--- src/rtl/pwm_tmr_pkg.sv ---
package pwm_tmr_pkg;
  localparam int unsigned CNT_W     = 8;
  localparam int unsigned EXP_SEL_W = 2;
  localparam int unsigned MIN_EXP   = 6;
  localparam int unsigned PSEL_W    = 2;
  // prescaler divides by 4^sel
  localparam int unsigned DIV_W     = 2 * ((1 << PSEL_W) - 1);

  typedef struct packed {
    logic match;
    logic ovf;
  } tmr_evt_t;
endpackage

--- src/rtl/pwm_tmr_prescaler.sv ---
module pwm_tmr_prescaler
  import pwm_tmr_pkg::*;
#(
  parameter int unsigned SEL_W = PSEL_W,
  parameter int unsigned CW    = DIV_W
) (
  input  logic             clk_i,
  input  logic             rst_ni,
  input  logic             run_i,
  input  logic [SEL_W-1:0] sel_i,
  output logic             tick_o
);
  logic [CW-1:0] pcnt_q;
  logic [CW:0]   div_oh;
  logic [CW-1:0] div_m1;

  always_comb begin
    div_oh = (CW+1)'(1) << {sel_i, 1'b0};
    div_m1 = CW'(div_oh - (CW+1)'(1));
  end

  assign tick_o = run_i && (pcnt_q == div_m1);

  always_ff @(posedge clk_i or negedge rst_ni) begin
    if (!rst_ni)      pcnt_q <= '0;
    else if (!run_i)  pcnt_q <= '0;
    else if (tick_o)  pcnt_q <= '0;
    else              pcnt_q <= pcnt_q + CW'(1);
  end
endmodule

--- src/rtl/pwm_tmr_counter.sv ---
module pwm_tmr_counter
  import pwm_tmr_pkg::*;
#(
  parameter int unsigned W     = CNT_W,
  parameter int unsigned ESW   = EXP_SEL_W,
  parameter int unsigned E_MIN = MIN_EXP
) (
  input  logic           clk_i,
  input  logic           rst_ni,
  input  logic           run_i,
  input  logic           tick_i,
  input  logic [ESW-1:0] exp_sel_i,
  output logic [W-1:0]   cnt_o,
  output logic           ovf_o
);
  localparam int unsigned EW = $clog2(W + 1);

  logic [EW-1:0] exp_w;
  logic [W-1:0]  top_val;
  logic [W-1:0]  cnt_q;

  always_comb begin
    exp_w = EW'(E_MIN) + EW'(exp_sel_i);
    if (exp_w > EW'(W)) exp_w = EW'(W);
    top_val = W'(((W+1)'(1) << exp_w) - (W+1)'(1));
  end

  assign ovf_o = tick_i && (cnt_q == top_val);
  assign cnt_o = cnt_q;

  always_ff @(posedge clk_i or negedge rst_ni) begin
    if (!rst_ni)      cnt_q <= '0;
    else if (!run_i)  cnt_q <= '0;
    else if (ovf_o)   cnt_q <= '0;
    else if (tick_i)  cnt_q <= cnt_q + W'(1);
  end
endmodule

--- src/rtl/pwm_tmr_compare.sv ---
module pwm_tmr_compare
  import pwm_tmr_pkg::*;
#(
  parameter int unsigned W = CNT_W
) (
  input  logic         clk_i,
  input  logic         rst_ni,
  input  logic         wr_i,
  input  logic [W-1:0] data_i,
  input  logic         dbuf_en_i,
  input  logic         tick_i,
  input  logic         ovf_i,
  input  logic [W-1:0] cnt_i,
  output logic         match_o,
  output logic [W-1:0] act_o,
  output logic [W-1:0] buf_o
);
  logic [W-1:0] act_q, buf_q;
  logic [W:0]   cnt_nxt;

  always_ff @(posedge clk_i or negedge rst_ni) begin
    if (!rst_ni) begin
      act_q <= '0;
      buf_q <= '0;
    end else begin
      if (wr_i) buf_q <= data_i;
      if (wr_i && !dbuf_en_i)      act_q <= data_i;
      else if (ovf_i && dbuf_en_i) act_q <= buf_q;
    end
  end

  // match when the counter is about to become the compare value; never on wrap
  assign cnt_nxt = {1'b0, cnt_i} + (W+1)'(1);
  assign match_o = tick_i && !ovf_i && (cnt_nxt == {1'b0, act_q});
  assign act_o   = act_q;
  assign buf_o   = buf_q;
endmodule

--- src/rtl/pwm_tmr_outff.sv ---
module pwm_tmr_outff
  import pwm_tmr_pkg::*;
(
  input  logic     clk_i,
  input  logic     rst_ni,
  input  logic     clr_i,
  input  logic     set_i,
  input  logic     inv_en_i,
  input  tmr_evt_t evt_i,
  output logic     q_o
);
  logic q_q;

  always_ff @(posedge clk_i or negedge rst_ni) begin
    if (!rst_ni)       q_q <= 1'b0;
    else if (clr_i)    q_q <= 1'b0;
    else if (set_i)    q_q <= 1'b1;
    else if (inv_en_i && (evt_i.match || evt_i.ovf)) q_q <= ~q_q;
  end

  assign q_o = q_q;
endmodule

--- src/rtl/pwm_dbuf_timer.sv ---
module pwm_dbuf_timer
  import pwm_tmr_pkg::*;
#(
  parameter int unsigned W     = CNT_W,
  parameter int unsigned ESW   = EXP_SEL_W,
  parameter int unsigned PSW   = PSEL_W,
  parameter int unsigned E_MIN = MIN_EXP
) (
  input  logic           clk_i,
  input  logic           rst_ni,
  input  logic           run_i,
  input  logic [ESW-1:0] exp_sel_i,
  input  logic [PSW-1:0] presc_sel_i,
  input  logic           cmp_wr_i,
  input  logic [W-1:0]   cmp_data_i,
  input  logic           dbuf_en_i,
  input  logic           ff_clr_i,
  input  logic           ff_set_i,
  input  logic           inv_en_i,
  output logic           pwm_o
);
  localparam int unsigned PDW = 2 * ((1 << PSW) - 1);

  logic         tick;
  logic [W-1:0] cnt;
  logic         ovf;
  logic         match;
  logic [W-1:0] cmp_act;
  logic [W-1:0] cmp_buf;
  tmr_evt_t     evt;

  pwm_tmr_prescaler #(.SEL_W(PSW), .CW(PDW)) u_presc (
    .clk_i (clk_i), .rst_ni(rst_ni), .run_i(run_i),
    .sel_i (presc_sel_i), .tick_o(tick)
  );

  pwm_tmr_counter #(.W(W), .ESW(ESW), .E_MIN(E_MIN)) u_cnt (
    .clk_i (clk_i), .rst_ni(rst_ni), .run_i(run_i), .tick_i(tick),
    .exp_sel_i(exp_sel_i), .cnt_o(cnt), .ovf_o(ovf)
  );

  pwm_tmr_compare #(.W(W)) u_cmp (
    .clk_i (clk_i), .rst_ni(rst_ni), .wr_i(cmp_wr_i), .data_i(cmp_data_i),
    .dbuf_en_i(dbuf_en_i), .tick_i(tick), .ovf_i(ovf), .cnt_i(cnt),
    .match_o(match), .act_o(cmp_act), .buf_o(cmp_buf)
  );

  assign evt.match = match;
  assign evt.ovf   = ovf;

  pwm_tmr_outff u_ff (
    .clk_i (clk_i), .rst_ni(rst_ni), .clr_i(ff_clr_i), .set_i(ff_set_i),
    .inv_en_i(inv_en_i), .evt_i(evt), .q_o(pwm_o)
  );
endmodule

--- config.mk ---
export PLATFORM = sky130hd
export DESIGN_NAME = pwm_dbuf_timer
export DESIGN_NICKNAME = d
export VERILOG_FILES = /design/src/rtl/pwm_tmr_pkg.sv /design/src/rtl/pwm_tmr_prescaler.sv /design/src/rtl/pwm_tmr_counter.sv /design/src/rtl/pwm_tmr_compare.sv /design/src/rtl/pwm_tmr_outff.sv /design/src/rtl/pwm_dbuf_timer.sv
export SDC_FILE = /design/constraint.sdc
export NUM_CORES = 1
export LEC_CHECK = 0
export BUFFER_PORTS_ARGS = -buffer_cell sky130_fd_sc_hd__buf_2
export CORE_ASPECT_RATIO = 0.7
export CORE_MARGIN = 2
export CORE_UTILIZATION = 57
export DETAILED_ROUTE_END_ITERATION = 7
export GPL_ROUTABILITY_DRIVEN = 0
export PLACE_DENSITY_LB_ADDON = 0.1
export SLEW_MARGIN = 30
export SYNTH_ARGS = -nofsm -noshare
export SYNTH_HDL_FRONTEND = slang
export SYNTH_HIERARCHICAL = 1
export SYNTH_SLANG_ARGS = --single-unit
--- constraint.sdc ---
create_clock -name clk_i -period 3.1 [get_ports clk_i]
set_input_delay 0.155 -clock clk_i [delete_from_list [all_inputs] [get_ports clk_i]]
set_output_delay 0.155 -clock clk_i [all_outputs]
set_load 0.02 [all_outputs]
== Word-level counts from Yosys, hierarchy flattened ==
Cells that the tools add are included.

* Reduce and logical (&&, ||, !) cells: 12
* Equal/unequal tests: 4
* Bitwise operators: 1
* Add/subtract/negate cells: 6
* Shift operators: 2
* Order comparisons: 1
* Muxes and demuxes: 11

{| class="wikitable"
|+ Operators with widths
! operator !! number
|-
| 8-bit 2-to-1 mux || 5
|-
| 6-bit 2-to-1 mux || 2
|-
| 8-bit by 1-bit adder with 9-bit output, second input constant || 1
|-
| 9-bit by 8-bit == test with 1-bit output || 1
|-
| 8-bit by 1-bit adder with 8-bit output, second input constant || 1
|-
| 8-bit == test || 1
|-
| 1-bit by 4-bit << shifter with 8-bit output, first input constant || 1
|-
| 8-bit by 2-bit subtractor with 8-bit output, second input constant || 1
|-
| 1-bit logical AND || 7
|-
| 6-bit by 1-bit adder with 6-bit output, second input constant || 1
|-
| 6-bit == test || 1
|-
| 1-bit by 3-bit << shifter with 6-bit output, first input constant || 1
|-
| 6-bit by 1-bit subtractor with 6-bit output, second input constant || 1
|-
| 3-bit by 2-bit adder with 4-bit output, first input constant || 1
|-
| 4-bit > comparator, second input constant || 1
|-
| 4-bit 2-to-1 mux || 1
|-
| 1-bit 2-to-1 mux || 3
|-
| 3-bit by 1-bit != test with 1-bit output, second input constant || 1
|-
| 3-bit nonzero test || 1
|-
| 1-bit logical NOT || 2
|-
| 2-bit nonzero test || 1
|-
| 1-bit logical OR || 1
|-
| 1-bit inverter || 1
|}

* Input port bits: 20
* Logic and storage cells: 42
* Output and inout port bits: 1
* Bits in registers: 31

== Longest topological paths before layout ==
Gate-level depths: netlist of run 1.

* Word-level depth: 15
* Depth in mapped cells: 14
* Mapped depth without buffers: 13

== Cells and area by module ==
The synthesis of run 1 kept the hierarchy.

{| class="wikitable"
|+ Modules (own cells, without submodules)
! module !! instances !! sequential area each (µm²) !! area an instance (µm²) !! cells each
|-
| pwm_tmr_compare || 1 || 400.4 || 944.7 || 91
|-
| pwm_tmr_counter || 1 || 200.2 || 444.2 || 44
|-
| pwm_tmr_prescaler || 1 || 150.1 || 364.1 || 37
|-
| pwm_tmr_outff || 1 || 25.0 || 51.3 || 5
|}

== Worst setup path before layout of run 1 ==
No wires, ideal clock.

* Path kind: register to register
* From: register u_presc.pcnt_q[5]
* To: register u_ff.q_q (netlist: u_ff/q_o)
* Required time: 3,023 ps
* Stages on the path, launching flop included: 15
* Clock period less this slack: 2,825 ps
* Path slack: 275 ps
* Library setup time: 77 ps
* Data arrival time: 2,747 ps
* Buffers on the path: 1
* Cells stage by stage: dfrtp_1 -> and3_1 -> o2111ai_1 -> a22oi_2 -> and2_2 -> and2_1 -> o311a_1 -> clkbuf_1 -> nand4b_1 -> nor2_1 -> o2111ai_1 -> a2111oi_2 -> o21ai_2 -> xor2_1 -> a21oi_1

* Longest elaborated chain between the ends: 9

{| class="wikitable"
|+ Ends and longest elaborated chain
! item !! line !! RTL
|-
| start: declaration || pwm_tmr_prescaler.sv:13 || <nowiki>logic [CW-1:0] pcnt_q;</nowiki>
|-
| start signal: assignment || pwm_tmr_prescaler.sv:28 || <nowiki>else pcnt_q <= pcnt_q + CW'(1);</nowiki>
|-
| 6-bit == test || pwm_tmr_prescaler.sv:22 || <nowiki>assign tick_o = run_i && (pcnt_q == div_m1);</nowiki>
|-
| 1-bit logical AND || pwm_tmr_prescaler.sv:22 ||
|-
| named net tick || pwm_dbuf_timer.sv:24 || <nowiki>logic tick;</nowiki>
|-
| 1-bit logical AND || pwm_tmr_counter.sv:28 || <nowiki>assign ovf_o = tick_i && (cnt_q == top_val);</nowiki>
|-
| named net ovf || pwm_dbuf_timer.sv:26 || <nowiki>logic ovf;</nowiki>
|-
| 1-bit logical NOT || pwm_tmr_compare.sv:34 || <nowiki>assign match_o = tick_i && !ovf_i && (cnt_nxt == {1'b0, act_q});</nowiki>
|-
| 1-bit logical AND (2 in a row) || pwm_tmr_compare.sv:34 ||
|-
| named net match || pwm_dbuf_timer.sv:27 || <nowiki>logic match;</nowiki>
|-
| 1-bit logical OR || pwm_tmr_outff.sv:18 || <nowiki>else if (inv_en_i && (evt_i.match || evt_i.ovf)) q_q <= ~q_q;</nowiki>
|-
| 1-bit logical AND || pwm_tmr_outff.sv:18 ||
|-
| 3-bit nonzero test (no source line) || - ||
|-
| end signal: assignment || pwm_tmr_outff.sv:18 ||
|-
| end: declaration || pwm_tmr_outff.sv:12 || <nowiki>logic q_q;</nowiki>
|}

The timed path passes the listed nets, and every way through them passes these cells.
A chain may end at the register's enable or synchronous reset.

== Worst setup path in the final report of run 1 ==
Same ends and word-level chain as after synthesis.

==> impl_results.rst, run 1 <==
.. list-table::
   :header-rows: 1

   * - Metric
     - Value
   * - Post-Route Skew
     - 4.13 ps
   * - Leading register cell type out of synthesis
     - sky130_fd_sc_hd__dfrtp_1
   * - Final min period
     - 2750 ps
   * - Number of I/O port buffers
     - 20
   * - Maximum number of buffers from clock root to sink
     - 2
   * - Commonest non-fill, non-tap cell in the layout
     - sky130_fd_sc_hd__dfrtp_1
   * - Post-placement cell count
     - 231
   * - Area delta synth->final
     - 13.6%
   * - Cell with the largest stage delay on the worst path
     - sky130_fd_sc_hd__dfrtp_1
   * - Cell Rows
     - 17
   * - Overall die area
     - 3640 um2
   * - Slowest cell delay on critical path
     - 420 ps
   * - Wire length per cell after detailed routing
     - 15.4 um
   * - Final Instance Count excl. Fillers
     - 240
   * - Cell chain of the critical path
     - and3_1 > o2111ai_1 > a22oi_2 > and2_2 > and2_1 > o311a_1 > nand4b_1 > nor2_1 > o2111ai_1 > a2111oi_2 > o21ai_2 > xor2_1 > a21oi_1
   * - Overall global routing resource usage
     - 23.4%
   * - Post-synthesis sequential element count
     - 31
   * - Via Count
     - 1,414
   * - Type of element launching the critical path
     - flip-flop
   * - Layout filler cell count
     - 252
   * - Hold Vio Cnt, Final
     - 0
   * - Count of flip-flops with a built-in enable after synthesis
     - 0
   * - Fraction of final layout cells with drive strength greater than 1
     - 21.8%
   * - Io pins
     - 21
   * - Signal arrival time at the worst endpoint
     - 2960 ps
   * - Maximum fanout along the worst path
     - 6
   * - FF+latch area
     - 776 um2
   * - Worst vdd rail ir drop
     - 352 uV
   * - Commonest cells after routing, fill and taps aside
     - sky130_fd_sc_hd__dfrtp_1, sky130_fd_sc_hd__buf_2, sky130_fd_sc_hd__nor2_1
   * - Measured slew at the worst slew-check pin
     - 702 ps
   * - Dpl hpwl
     - 2550 um
   * - Post-synthesis instance area
     - 1800 um2
   * - Sink Count
     - 31
   * - Post-layout nets
     - 225
   * - Share of synthesized area occupied by flip-flops and latches
     - 43.0%
   * - Proportion of register bits with asynchronous set or reset after synthesis
     - 100%
   * - Die height
     - 51.1 um
   * - Max Slew Vio Count
     - 0
   * - Max Fclk
     - 364 MHz
   * - Insertion delay to the later sink of the worst-skew pair
     - 280 ps
   * - Largest net degree at the start of global routing
     - 32
   * - Number of distinct library cells after synthesis
     - 40
   * - Yosys warning count
     - 6
   * - Gate Count Post-Synth
     - 177
   * - Initial antenna violation count
     - 0
   * - Overflow after GRT
     - 0
   * - Setup Viol. Count Final
     - 0
   * - Avg Cell Area, Syn
     - 10.2 um2
   * - Remaining max-slew budget at the tightest pin
     - 53.2%
   * - Initial standard-cell utilization of the core
     - 58.5%
   * - P_leak
     - 0.000869 uW
   * - Reported max-cap violation count
     - 0
   * - Total Wirelength
     - 3700 um
   * - ANT cells
     - 0
   * - Clock slew at the register clock pins of the worst setup and hold paths
     - 60 ps
   * - TritonCTS clock tree
     - yes
   * - Die Span X
     - 71.2 um
   * - Power density normalized to cell area
     - 451 nW/um2
   * - Classification of the worst-slack hold path
     - in2reg
   * - DRC
     - 0
   * - Core region area
     - 3080 um2
   * - RSZ-0062 raised after global routing
     - no
   * - Share of the clock period used by the worst path
     - 88.7%
   * - Crit path top cell by count
     - sky130_fd_sc_hd__o2111ai_1
   * - ANT nets after route
     - 0
   * - Capturing element type of the critical path
     - flip-flop
   * - CP Class
     - reg2reg
   * - Required time of the critical path
     - 3310 ps
   * - Number of DRC violations after detailed-routing iteration 0
     - 108
   * - Global-route wire length before repair
     - 6350 um
   * - # resized after CTS
     - 0
   * - # H-tree levels
     - 2
   * - Via-per-instance ratio
     - 5.89
   * - Vias in the first global route
     - 1,455
   * - Cell at the root of the clock tree
     - sky130_fd_sc_hd__clkbuf_8
   * - Multi-input gate area in the final layout
     - 997 um2
   * - Number of optimization iterations in the first detailed-route pass
     - 4
   * - Total CTS buffers
     - 5
   * - Result of the run
     - finished, final reports clean
   * - Syn Nets
     - 201
   * - Post-Route Setup TNS
     - 0 ps
worst max-delay path, delay by kind of cell (launching register included):
family / cells / cell delay (ps)
AOI/OAI and AO/OA: 7 / 1210
and+or+nand+nor: 5 / 900
DFF: 1 / 420
xor gates and xnor gates: 1 / 140
kinds of logic (layout without fill, tap and decap cells):
| logic type | Yosys count | count (layout) | share of synthesized area (%) |
|---|---|---|---|
| compound gates | 28 | 28 | 11.4 |
| buf+inv | 8 | 33 | 1.73 |
| flops | 31 | 31 | 43.0 |
| xor+xnor | 23 | 23 | 11.2 |
| mux | 14 | 14 | 8.32 |
| simple gates | 69 | 69 | 21.6 |
| fa+ha+maj | 4 | 4 | 2.77 |
synth_stat cells, types with 6 or more instances:
| library cell | instances | area, um2 |
|---|---|---|
| sky130_fd_sc_hd__mux2i_1 | 6 | 60.1 |
| sky130_fd_sc_hd__mux2_2 | 8 | 90.1 |
| sky130_fd_sc_hd__nand3_1 | 10 | 50.1 |
| sky130_fd_sc_hd__nand2_1 | 7 | 26.3 |
| sky130_fd_sc_hd__dfrtp_1 | 31 | 776 |
| sky130_fd_sc_hd__xor2_1 | 12 | 105 |
| sky130_fd_sc_hd__a21oi_1 | 8 | 40.0 |
| sky130_fd_sc_hd__a211oi_1 | 6 | 45.0 |
| sky130_fd_sc_hd__nor2_1 | 14 | 52.6 |
| sky130_fd_sc_hd__nor2b_1 | 6 | 37.5 |
| sky130_fd_sc_hd__xnor2_1 | 11 | 96.3 |
per-layer routing:
layer / up-vias / global-route usage, % / wire length, um
met4: 0 / 11.0 / 40
met3: 4 / 9.07 / 174
met5: - / 0 / 0
met2: 27 / 37.2 / 1790
met1: 695 / 28.2 / 1700
li1: 688 / - / -
per-stage QoR:
stage / cell area [um2] / util [%] / hold WS [ps] / total power, uW / setup WS (ps)
after floorplan: 1800 / - / -141 / 539 / 275
after global placement: 1940 / 62.9 / 222 / 577 / 472
after detailed placement: 1940 / 62.9 / 235 / 585 / 378
after CTS: 2050 / 66.5 / 13.2 / 937 / 363
after global routing: 2050 / 66.5 / 7.86 / 974 / 128
final: 2050 / 66.5 / 21.0 / 925 / 352
worst paths after layout:
| path | startpoint | endpoint | slack (ps) | depth (start not counted) |
|---|---|---|---|---|
| setup / recovery | u_presc/pcnt_q[5] | u_ff/q_o | 350 | 13 |
| hold / removal | ff_clr_i | u_ff/q_o | 20 | 2 |
| setup reg to reg | u_presc/pcnt_q[5] | u_ff/q_o | 350 | 13 |
| hold reg to reg | u_cmp/buf_o[1] | u_cmp/buf_o[1] | 510 | 1 |
| max in group asynchronous | rst_ni | u_ff/q_o | 2190 | 2 |
| min in group asynchronous | rst_ni | u_presc/pcnt_q[3] | 460 | 2 |
sequential cells by signal (all words and copies together) (netlist names):
| name | count |
|---|---|
| u_ff/q_o | 1 |
| u_cmp/act_o | 8 |
| u_cmp/buf_o | 8 |
| u_cnt/cnt_o | 8 |
| u_presc/pcnt_q | 6 |
area by class of cell:
| class | instances | area share, % |
|---|---|---|
| Multi-Input combinational cell | 138 | 48.7 |
| Tap cell | 38 | 2.32 |
| Timing Repair Buffer | 22 | 5.74 |
| Sequential cell | 31 | 37.9 |
| Clock buffer | 8 | 4.88 |
| Inverter | 3 | 0.549 |
what timing repair did:
item / 4_1_cts / 5_1_grt
hold buffers: 1 / 0
hold endpoints to repair: 31 / 0
setup buffers: 0 / 0
power breakdown:
part	switching (uW)	total, uW	internal (uW)
clock	143	345	202
sequential	27.8	461	434
combinational	60.3	118	57.9
total	231	925	694
(Power assumes the default switching activity.)
==> inputs of run 2 (changes only) <==
- PLACE_DENSITY: unset -> 0.78
- PLACE_DENSITY_LB_ADDON: 0.1 -> unset
==> impl_results.rst, run 2 (synthesis results as in run 1) <==
.. list-table::
   :header-rows: 1

   * - Metric
     - Value
   * - Result of the run
     - finished, final reports clean
   * - FF-to-FF setup slack
     - 360 ps (about the same)
   * - Dpl hpwl
     - 2760 um (+8.0%)
   * - Final Instance Count excl. Fillers
     - 240 (unchanged)
   * - Die Span X
     - 71.2 um (unchanged)
   * - Cell Rows
     - 17 (unchanged)
   * - Max Fclk
     - 365 MHz (+0.18%)
   * - Worst r2r src
     - u_presc/pcnt_q[5]
   * - Measured slew at the worst slew-check pin
     - 677 ps (-24.9 ps)
   * - Setup Viol. Count Final
     - 0 (unchanged)
   * - Power density normalized to cell area
     - 503 nW/um2 (+12%)
   * - Signal arrival time at the worst endpoint
     - 2950 ps (about the same)
   * - Overall power of the completed layout
     - 1050 uW (+13%)
   * - # H-tree levels
     - 2 (unchanged)
   * - Post-Route Skew
     - 6.91 ps (+2.78 ps)
   * - Initial standard-cell utilization of the core
     - 58.5% (unchanged)
   * - Core region area
     - 3080 um2 (unchanged)
   * - Required time of the critical path
     - 3300 ps (about the same)
   * - TritonCTS clock tree
     - yes
   * - Commonest cells after routing, fill and taps aside
     - sky130_fd_sc_hd__dfrtp_1, sky130_fd_sc_hd__buf_2, sky130_fd_sc_hd__nor2_1
   * - Hold Vio Cnt, Final
     - 0 (unchanged)
   * - Fraction of final layout cells with drive strength greater than 1
     - 21.8% (unchanged)
   * - Max Slew Vio Count
     - 0 (unchanged)
   * - Clock slew at the register clock pins of the worst setup and hold paths
     - 70 ps (about the same)
   * - Overall global routing resource usage
     - 23.0% (-0.38 points)
   * - Worst vdd rail ir drop
     - 290 uV (-18%)
   * - CP Class
     - reg2reg
   * - P_leak
     - 0.000883 uW (+1.6%)
   * - Commonest non-fill, non-tap cell in the layout
     - sky130_fd_sc_hd__dfrtp_1
   * - Post-layout nets
     - 225 (unchanged)
   * - Overflow after GRT
     - 0 (unchanged)
   * - Via-per-instance ratio
     - 5.95 (+1.1%)
   * - Maximum number of buffers from clock root to sink
     - 2 (unchanged)
   * - Post-placement cell count
     - 231 (unchanged)
   * - Type of element launching the critical path
     - flip-flop
   * - Die height
     - 51.1 um (unchanged)
   * - Number of I/O port buffers
     - 20 (unchanged)
   * - Post-CTS Setup Bufs
     - 0 (unchanged)
   * - Insertion delay to the later sink of the worst-skew pair
     - 280 ps (about the same)
   * - Crit-path leading delay family
     - compound AO/OA/AOI/OAI gates
   * - Classification of the worst-slack hold path
     - in2reg
   * - Crit path top cell by count
     - sky130_fd_sc_hd__o2111ai_1
   * - Via Count
     - 1,429 (+1.1%)
   * - Cell chain of the critical path
     - and3_1 > o2111ai_1 > a22oi_2 > and2_2 > and2_1 > o311a_1 > nand4b_1 > nor2_1 > o2111ai_1 > a2111oi_2 > o21ai_2 > xor2_1 > a21oi_1
   * - Wire length per cell after detailed routing
     - 15.8 um (+2.2%)
   * - Cell at the root of the clock tree
     - sky130_fd_sc_hd__clkbuf_8
   * - Capturing element type of the critical path
     - flip-flop
   * - Hold Startpoint
     - ff_clr_i
   * - Reported max-cap violation count
     - 0 (unchanged)
   * - ANT nets after route
     - 0 (unchanged)
   * - Worst path buffer plus inverter count
     - 0 (unchanged)
   * - Number of optimization iterations in the first detailed-route pass
     - 4 (unchanged)
   * - Area delta synth->final
     - 15.4%
   * - Cell with the largest stage delay on the worst path
     - sky130_fd_sc_hd__dfrtp_1
   * - CP startpoint
     - u_presc/pcnt_q[5]
   * - Total Wirelength
     - 3790 um (+2.2%)
   * - Initial antenna violation count
     - 0 (unchanged)
   * - # resized after CTS
     - 0 (unchanged)
   * - Final min period
     - 2740 ps (-4.81 ps)
   * - Post-Route Setup TNS
     - 0 ps (unchanged)
   * - Sink Count
     - 31 (unchanged)
   * - ANT cells
     - 0 (unchanged)
   * - Number of DRC violations after detailed-routing iteration 0
     - 139 (+29%)
   * - Share of the clock period used by the worst path
     - 88.5% (-0.16 points)
   * - DRC
     - 0 (unchanged)
   * - Slowest cell delay on critical path
     - 410 ps (about the same)
   * - Vias in the first global route
     - 1,376 (-5.4%)
   * - Total CTS buffers
     - 5 (unchanged)
   * - Overall die area
     - 3640 um2 (unchanged)
   * - Maximum fanout along the worst path
     - 6 (unchanged)
   * - Remaining max-slew budget at the tightest pin
     - 54.9% (+1.7 points)
   * - Share of the core filled with cells
     - 67.5% (+1.1 points)
   * - RSZ-0062 raised after global routing
     - no
   * - Layout filler cell count
     - 230 (-8.7%)
   * - Global-route wire length before repair
     - 6390 um (+0.55%)
   * - Largest net degree at the start of global routing
     - 32 (unchanged)
   * - Io pins
     - 21 (unchanged)
-- run 2: changes by cell type in the layout (fill, tap and decap cells not counted), sizes merged --
cell    delta
bufinv     +2
clkbuf     -2
-- run 2: timing repair --
| action | CTS | global route |
|---|---|---|
| endpoints found under the hold margin | 31 | 0 |
| setup endpoints to repair | 0 | 0 |
| hold buffers | 1 | 0 |
-- run 2: stage by stage --
stage | area, um2 | hold slack [ps] | worst slack [ps]
6_report | 2080 | 21.3 | 357
5_1_grt | 2080 | 19.5 | 175
4_1_cts | 2080 | 16.5 | 375
3_5_place_dp | 1940 | 229 | 380
3_3_place_gp | 1940 | 218 | 475
2_1_floorplan | 1800 | -141 | 275
-- run 2: where the power goes --
| part | switching, uW | internal (uW) |
|---|---|---|
| Sequential | 27.5 | 433 |
| Combinational | 60.8 | 57.9 |
| Clock | 147 | 321 |
| Total | 236 | 812 |
-- run 2: cell type report --
type                            instances  area (um2)  area share, %
Clock buffer                            6        72.6           3.49
Clock inverter                          2        60.1           2.88
Timing Repair Buffer                   22         118           5.65
Tap cell                               38        47.5           2.28
Sequential cell                        31         776           37.3
Inverter                                3        11.3          0.541
Multi-Input combinational cell        138         997           47.9
-- run 2: final timing paths --
check	to	depth (start not counted)
worst min register to register	u_cmp/buf_o[5]	1
worst max register to register	u_ff/q_o	13
worst max-delay path	u_ff/q_o	13
min in group asynchronous	u_cmp/act_o[3]	2
max in group asynchronous	u_cmp/act_o[6]	2
worst min-delay path	u_ff/q_o	2
-- run 2: layer usage --
layer | vias up | GRT usage [%] | wire, um
li1 | 688 | - | -
met1 | 693 | 31.4 | 1730
met2 | 43 | 37.2 | 1800
met3 | 5 | 5.52 | 225
met4 | 0 | 5.97 | 25
met5 | - | 0 | 0
==> inputs of run 3 (changes only) <==
- RECOVER_POWER: unset -> 25
==> impl_results.rst, run 3 (synthesis results as in run 1) <==
.. list-table::
   :header-rows: 1

   * - Metric
     - Value
   * - Result of the run
     - finished with violations
   * - Failing checks
     - capacitance limit, slew limit
   * - Overflow after GRT
     - 0 (unchanged)
   * - Initial antenna violation count
     - 0 (unchanged)
   * - Hold Vio Cnt, Final
     - 0 (unchanged)
   * - Overall die area
     - 3640 um2 (unchanged)
   * - Share of the clock period used by the worst path
     - 88.5% (about the same)
   * - Number of optimization iterations in the first detailed-route pass
     - 4 (unchanged)
   * - Final Instance Count excl. Fillers
     - 240 (unchanged)
   * - Required time of the critical path
     - 3300 ps (about the same)
   * - Switching power
     - 236 uW (about the same)
   * - DRC
     - 0 (unchanged)
   * - Remaining max-slew budget at the tightest pin
     - -8.67% (-64 points)
   * - Post-layout nets
     - 225 (unchanged)
   * - Switching share of power
     - 22.5% (about the same)
   * - Die height
     - 51.1 um (unchanged)
   * - Clk pwr share
     - 44.7% (about the same)
   * - Io pins
     - 21 (unchanged)
   * - Worst vdd rail ir drop
     - 290 uV (about the same)
   * - Vias in the first global route
     - 1,376 (unchanged)
   * - CP startpoint
     - u_presc/pcnt_q[5]
   * - Core region area
     - 3080 um2 (unchanged)
   * - Dpl hpwl
     - 2760 um (unchanged)
   * - Post-layout instance area
     - 2080 um2 (about the same)
   * - Insertion delay to the later sink of the worst-skew pair
     - 280 ps (about the same)
   * - ANT nets after route
     - 0 (unchanged)
   * - Commonest non-fill, non-tap cell in the layout
     - sky130_fd_sc_hd__dfrtp_1
   * - Setup Viol. Count Final
     - 0 (unchanged)
   * - Power density normalized to cell area
     - 504 nW/um2 (about the same)
   * - Maximum number of buffers from clock root to sink
     - 2 (unchanged)
   * - Post-route worst hold slack
     - 21.0 ps (-0.261 ps)
   * - Reported max-cap violation count
     - 1 (+1)
   * - Global-route wire length before repair
     - 6390 um (unchanged)
   * - Signal arrival time at the worst endpoint
     - 2950 ps (about the same)
   * - Via-per-instance ratio
     - 5.94 (-0.21%)
   * - TritonCTS clock tree
     - yes
   * - Total Wirelength
     - 3780 um (-0.13%)
   * - Commonest cells after routing, fill and taps aside
     - sky130_fd_sc_hd__dfrtp_1, sky130_fd_sc_hd__buf_2, sky130_fd_sc_hd__nor2_1
   * - Type of element launching the critical path
     - flip-flop
   * - Sink Count
     - 31 (unchanged)
   * - Logic gate share of total power
     - 11.3% (about the same)
   * - RSZ-0062 raised after global routing
     - no
   * - Post-place instance area
     - 1940 um2 (unchanged)
   * - Die Span X
     - 71.2 um (unchanged)
   * - FF-to-FF setup slack
     - 360 ps (about the same)
   * - Fraction of final layout cells with drive strength greater than 1
     - 21.3% (-0.50 points)
   * - R2R Path End
     - u_ff/q_o
   * - Number of DRC violations after detailed-routing iteration 0
     - 139 (unchanged)
   * - Cells on Worst Hold Path
     - 2 (unchanged)
   * - Classification of the worst-slack hold path
     - in2reg
   * - Capturing element type of the critical path
     - flip-flop
   * - Post-Route Skew
     - 7.15 ps (+0.241 ps)
   * - Cell depth of the worst flop-to-flop path
     - 13 (unchanged)
   * - Part of the power in registers
     - 44.0% (about the same)
   * - Post-Route Setup TNS
     - 0 ps (unchanged)
   * - Share of the core filled with cells
     - 67.5% (about the same)
   * - Worst r2r src
     - u_presc/pcnt_q[5]
   * - Initial standard-cell utilization of the core
     - 58.5% (unchanged)
   * - Hold Startpoint
     - ff_clr_i
   * - Cell Rows
     - 17 (unchanged)
   * - Post-CTS Setup Bufs
     - 0 (unchanged)
   * - Max Slew Vio Count
     - 32 (+32)
   * - Post-placement cell count
     - 231 (unchanged)
   * - Layout filler cell count
     - 229 (-0.43%)
   * - ANT cells
     - 0 (unchanged)
   * - Internal Pwr Total
     - 812 uW (about the same)
   * - Clock slew at the register clock pins of the worst setup and hold paths
     - 70 ps (about the same)
   * - Maximum fanout along the worst path
     - 6 (unchanged)
   * - Max Fclk
     - 364 MHz (about the same)
   * - Total CTS buffers
     - 5 (unchanged)
   * - Area delta synth->final
     - 15.3% (about the same)
   * - Wire length per cell after detailed routing
     - 15.8 um (-0.13%)
   * - # H-tree levels
     - 2 (unchanged)
   * - Number of I/O port buffers
     - 20 (unchanged)
   * - Overall global routing resource usage
     - 23.0% (unchanged)
   * - Measured slew at the worst slew-check pin
     - 1630 ps (+953 ps)
   * - Largest net degree at the start of global routing
     - 32 (unchanged)
   * - CP Class
     - reg2reg
   * - Final min period
     - 2740 ps (+0.499 ps)
   * - Hold-critical path endpoint
     - u_ff/q_o
   * - Via Count
     - 1,426 (-0.21%)
   * - Cell at the root of the clock tree
     - sky130_fd_sc_hd__clkbuf_8
   * - P_leak
     - 0.000880 uW (-0.31%)
[run 3: changes by cell type in the layout (fill, tap and decap cells not counted)]
cell	previous run	this run
sky130_fd_sc_hd__buf_2	20	19
sky130_fd_sc_hd__clkbuf_1	1	2
[run 3: worst max-delay path, stage by stage, from the launching register on]
cell	delay (ps)
sky130_fd_sc_hd__dfrtp_1	410
sky130_fd_sc_hd__and3_1	190
sky130_fd_sc_hd__o2111ai_1	270
sky130_fd_sc_hd__a22oi_2	170
sky130_fd_sc_hd__and2_2	250
sky130_fd_sc_hd__and2_1	150
sky130_fd_sc_hd__o311a_1	110
sky130_fd_sc_hd__nand4b_1	170
sky130_fd_sc_hd__nor2_1	110
sky130_fd_sc_hd__o2111ai_1	140
sky130_fd_sc_hd__a2111oi_2	340
sky130_fd_sc_hd__o21ai_2	90
sky130_fd_sc_hd__xor2_1	140
sky130_fd_sc_hd__a21oi_1	140
[run 3: power groups by stage]
stage / clock (uW) / combinational [uW] / sequential, uW
CTS: 473 / 119 / 461
global placement: 0 / 111 / 465
floorplan: 0 / 78.9 / 460
finish: 469 / 118 / 461
detailed placement: 0 / 118 / 468
global route: 493 / 133 / 465
[run 3: final cells by class]
| class | instances | area, um2 | share of cell area (%) |
|---|---|---|---|
| inverters | 3 | 11.3 | 0.541 |
| clock buffers | 6 | 72.6 | 3.49 |
| multi-input cells | 138 | 997 | 47.9 |
| flip-flops and latches | 31 | 776 | 37.3 |
| clock inverters | 2 | 60.1 | 2.89 |
| well taps | 38 | 47.5 | 2.29 |
| repair buffers | 22 | 116 | 5.59 |
[run 3: how the worst max path moves through the flow]
| stage | endpoint | slack (ps) |
|---|---|---|
| 2_1_floorplan | u_ff/q_o | 280 |
| 3_3_place_gp | u_ff/q_o | 480 |
| 3_5_place_dp | u_ff/q_o | 380 |
| 4_1_cts | u_ff/q_o | 380 |
| 5_1_grt | u_ff/q_o | 180 |
| 6_report | u_ff/q_o | 360 |
[run 3: timing repair]
| item | 4_1_cts | 5_1_grt |
|---|---|---|
| endpoints found under the hold margin | 31 | 0 |
| gates resized for setup | 0 | 0 |
| hold buffers | 1 | 0 |
[run 3: layer usage]
layer	track usage, %	vias to the layer above	part of all wire (%)
met1	31.4	686	46
met3	5.52	7	6.0
met4	5.97	0	0.71
met2	37.2	46	47
met5	0	-	0
li1	-	687	-
[run 3: stage by stage]
| stage | total power (uW) | setup WS [ps] |
|---|---|---|
| after floorplan | 539 | 275 |
| after global placement | 576 | 475 |
| after detailed placement | 586 | 380 |
| after CTS | 1050 | 375 |
| after global routing | 1090 | 175 |
| final | 1050 | 356 |
